### src/rtl/gbypass_reg.sv
module gbypass_reg #(
  parameter int RA_W = 12,
  parameter int VA_W = 48,
  parameter logic [RA_W-1:0] REG_OFFSET = 'h44,
  parameter logic [31:0] RESET_VAL = 32'h0000_1000,
  parameter int ABORT_BIT = 20,
  parameter int COMMIT_BIT = 31
) (
  input  logic            clk,
  input  logic            rst_n,
  input  logic [RA_W-1:0] reg_addr,
  input  logic [31:0]     reg_wdata,
  input  logic            reg_wr,
  output logic [31:0]     reg_rdata,
  input  logic            xlat_en,
  input  logic            req_valid,
  input  logic [VA_W-1:0] req_addr,
  output logic            resp_valid,
  output logic [1:0]      resp_kind,
  output logic [VA_W-1:0] resp_addr
);
  localparam logic [1:0]  KIND_XLATE  = 2'd0;
  localparam logic [1:0]  KIND_PASS   = 2'd1;
  localparam logic [1:0]  KIND_ABORT  = 2'd2;
  localparam logic [31:0] COMMIT_MASK = 32'd1 << COMMIT_BIT;

  logic [31:0] stored_q;
  logic        hit;
  logic        commit;
  logic [1:0]  kind_d;

  assign hit    = (reg_addr == REG_OFFSET);
  assign commit = reg_wr && hit && reg_wdata[COMMIT_BIT];

  always_ff @(posedge clk or negedge rst_n)
    if (!rst_n)      stored_q <= RESET_VAL & ~COMMIT_MASK;
    else if (commit) stored_q <= reg_wdata & ~COMMIT_MASK;

  assign reg_rdata = hit ? stored_q : '0;

  assign kind_d = xlat_en             ? KIND_XLATE :
                  stored_q[ABORT_BIT] ? KIND_ABORT : KIND_PASS;

  always_ff @(posedge clk or negedge rst_n)
    if (!rst_n) begin
      resp_valid <= 1'b0;
      resp_kind  <= KIND_XLATE;
      resp_addr  <= '0;
    end else begin
      resp_valid <= req_valid;
      if (req_valid) begin
        resp_kind <= kind_d;
        resp_addr <= req_addr;
      end
    end
endmodule

### config.mk
export PLATFORM = sky130hd
export DESIGN_NAME = gbypass_reg
export DESIGN_NICKNAME = d
export VERILOG_FILES = /design/src/rtl/gbypass_reg.sv
export SDC_FILE = /design/constraint.sdc
export NUM_CORES = 1
export LEC_CHECK = 0
export CAP_MARGIN = 10
export CORE_ASPECT_RATIO = 0.75
export CORE_UTILIZATION = 44
export CTS_BUF_LIST = sky130_fd_sc_hd__clkbuf_8
export CTS_CLUSTER_DIAMETER = 120
export DETAILED_ROUTE_END_ITERATION = 16
export MAX_ROUTING_LAYER = met4
export PLACE_DENSITY = 0.9
export SETUP_SLACK_MARGIN = 0.3
export SLEW_MARGIN = 20
export SYNTH_ARGS = -nofsm -noshare
export SYNTH_HDL_FRONTEND = slang
export SYNTH_SLANG_ARGS = --single-unit
### constraint.sdc
create_clock -name clk -period 5.6 [get_ports clk]
set_clock_uncertainty 0.2 [all_clocks]
set_input_delay 1.4 -clock clk [delete_from_list [all_inputs] [get_ports clk]]
set_output_delay 1.4 -clock clk [all_outputs]
set_load 0.01 [all_outputs]
# == After elaboration in Yosys (flattened, before gate mapping) ==
# Cells that the tools add are included.
# totals
register_bits,82
inputBits,97
output_inout_bits,83
elab_cells,10
# op_classes
n_eq_ne,1
mux,3
reduce_logical,2
# ops
operator,count
31-bit 2-to-1 mux,1
"12-bit by 7-bit == test with 1-bit output, second input constant",1
2-bit 2-to-1 mux,2
1-bit logical AND,2

# == Longest topological paths before layout ==
# logic_depth
depth_word,3
ltp_mapped,4

# == Worst setup path before layout ==
# Ideal clock, no wire load.
# synth_timing
path_kind,input-to-output
start,input reg_addr[8]
end,output reg_rdata[0]
arrival_time_ns,2.340
required_time_ns,4.000
slack_ns,1.660
cell_stages,4
cell_sequence,nor4_4 > and3_2 > clkbuf_1 > and2_1
# synth_between
elab_chain_len,2
# synth_rtl
item,line,text
start: declaration,11,"input logic [RA_W-1:0] reg_addr,"
12-bit by 7-bit == test with 1-bit output,32,assign hit = (reg_addr == REG_OFFSET);
31-bit 2-to-1 mux,39,assign reg_rdata = hit ? stored_q : '0;
end: declaration,14,"output logic [31:0] reg_rdata,"
# No other way between the ends.

# == Worst setup path in the final report ==
# layout_timing
start,input reg_addr[8]
end,output reg_rdata[18]
# The elaborated chain is that of the path after synthesis.

==> results.ini <==
[yosys]
synth_area_per_cell_sq_um=15.92
yosysTopAreaCell=dfrtp_1
async_reset_ff_share_pct=100.0
synth_cells=217
synthTopCellsByCount=dfrtp_1 (81), mux2_2 (50), and2_1 (32), mux2_4 (30), clkbuf_1 (5)
synth_top_area_share_pct=58.67
synth_seq_cells=82
yosysWarnings=0
synth_ff_type=dfrtp_1
yosysMostFrequentCell=dfrtp_1
syn-num-nets=314
ys_types=18
synthesis.area_sq_mm=0.003455
ys_top_cells_by_area=dfrtp_1 (59%), mux2_2 (16%), mux2_4 (13%), and2_1 (5.8%), nor4_4 (1.2%)
synth_sequential_area_ratio_pct=59.43
synth_edf_count=0

[timing]
slew_headroom_pct=47.71
tightest_slew_ps=782.9
grt_setup_unrepaired=no
fin_crit_ps=5058
holdWs_ps=304.7
max_freq_mhz=197.7
slew_violations=0
final.setup.worst_slack_ps=541.6
fin_crit_sh_pct=90.33
hold_viol=0
timing.setup.tns_ps=0
setup_viol=0

[clocking]
cts-root-buf=clkbuf_8
clkTransAtPathRegs_ps=80
hold_buffers=0
insertion_delay_ps=330
cts_buffers=9
cts_resized=0
cts_max_level=3
clkSinkCount=82
cts_buffer_depth=2
cts_setup_buffers=0
cts_tree=done

[grt]
overflow=0
grt_max_degree=83
grt_pass1_vias=2574
antenna_found_initial=0
grt_pass1_wl_mm=12.95
grt_util_all_layers_pct=21.03

[drt]
routedWlPerCell_um=15.70
via_count=2358
wirelength_mm=7.818
drtIter0Drc=99
drc=0
routed_via_density=4.735
dr.pass1.iters=3
ant_nets=0

[place]
numPlacedInstances=483
dp.final_hpwl_mm=5.720
pre_cts_ws_ps=527.7
io_buffer_count=178
gp_congestion=0.7642

[worst_setup_path]
cp-end-kind=primary output
path_class=input port to primary output
crit_arrival_ps=3460
crit_required_ps=4000
cp-start-kind=input port
path_max_fanout=31
rrSetupSlack_ps=4600

[floorplanning]
initial_utilization_pct=46.27
die_w_um=104.3
die_h_um=78.74
std_cell_rows=27
io_pins=180
dieArea_sq_mm=0.008213
core_sq_mm=0.007466

[power_and_ir_drop]
power.leakage_nw=2.422
ir_drop_mv=0.1337
powerDensity_mw_per_mm2=232.6

[layout]
fin_nets=490
insertedDiodeCount=0
drive_above_1_share_pct=25.69
area_delta_synth_final_pct=58.20
layoutNonFillerInstCount=498
n_fill_cell=511
seq_area_sq_mm=0.002053
multi_input_area_sq_mm=0.001318

[status]
status=finished, final reports clean

[min_path]
hold_path_class=flop to flop

[run]
drv_cap=0

## area by class of cell
cell class	count	area share, %
repair buffers	178	32.58
clock inverters	6	1.099
clock buffers	9	2.266
flip-flops and latches	82	37.57
multi-input cells	121	24.11
well taps	101	2.312
inverters	1	0.06868
## metrics by stage
step	area [sq um]	total power [mW]	util, %
after detailed placement	5275	0.8830	70.66
after floorplan	3455	0.7215	-
after global routing	5465	1.335	73.20
after CTS	5459	1.292	73.12
after global placement	5275	0.8756	70.66
final	5465	1.271	73.20
## logic make-up (layout without fill, tap and decap cells)
| group | Yosys count | count (layout) | share of synthesized area, % |
|---|---|---|---|
| flip-flops | 82 | 82 | 59.44 |
| AND/OR/NAND/NOR | 39 | 39 | 8.548 |
| other | 1 | 1 | 0.1086 |
| multiplexers | 80 | 80 | 29.34 |
| buffers and inverters | 14 | 194 | 2.427 |
| AO/OA/AOI/OAI | 1 | 1 | 0.1447 |
## final timing paths
check,startpoint,end,cells after the start
setup / recovery,reg_addr[8],reg_rdata[18],5
hold / removal,stored_q[2],stored_q[2],1
setup reg to reg,stored_q[20],resp_kind[0],2
hold reg to reg,stored_q[2],stored_q[2],1
max in group asynchronous,rst_n,stored_q[26],1
min in group asynchronous,rst_n,resp_addr[22],1
## power breakdown
group | leakage, nW | switching, mW | total, mW | internal [mW]
sequential | 1.03 | 0.0176 | 0.646 | 0.628
combinational | 1.30 | 0.0721 | 0.223 | 0.151
clock | 0.0963 | 0.202 | 0.403 | 0.201
total | 2.42 | 0.291 | 1.27 | 0.980
## state kept, by name, indices dropped and copies added (netlist names)
| register | cells |
|---|---|
| resp_addr | 48 |
| resp_kind | 2 |
| resp_valid | 1 |
| stored_q | 31 |
## critical path, stage by stage
cell and delay [ps]:
clkdlybuf4s50_1 440, nor4_4 340, and3_2 520, and2_1 210
clkdlybuf4s50_1 540
## layout by cell type (no fill, tap or decap), drive strengths merged
cell type and instances:
clkinvlp 1, nand3b 1, dfstp 1, nor2 1, o21ai 1, nor4 2
and2 32, clkdlybuf4s50 176, buf 2, and3 1, and4bb 1, bufinv 1
inv 2, conb 1, nand4 1, clkinv 3, mux2 80, dfrtp 81
clkbuf 9
## layer usage
metal,GRT usage [%],up-vias,wire length (um)
met5,-,-,0
met4,4.714,0,70
met3,6.897,8,532
met2,34.64,95,3983
met1,25.45,1162,3231
li1,-,1093,-
Note: power is estimated with default switching activity, not from simulation.
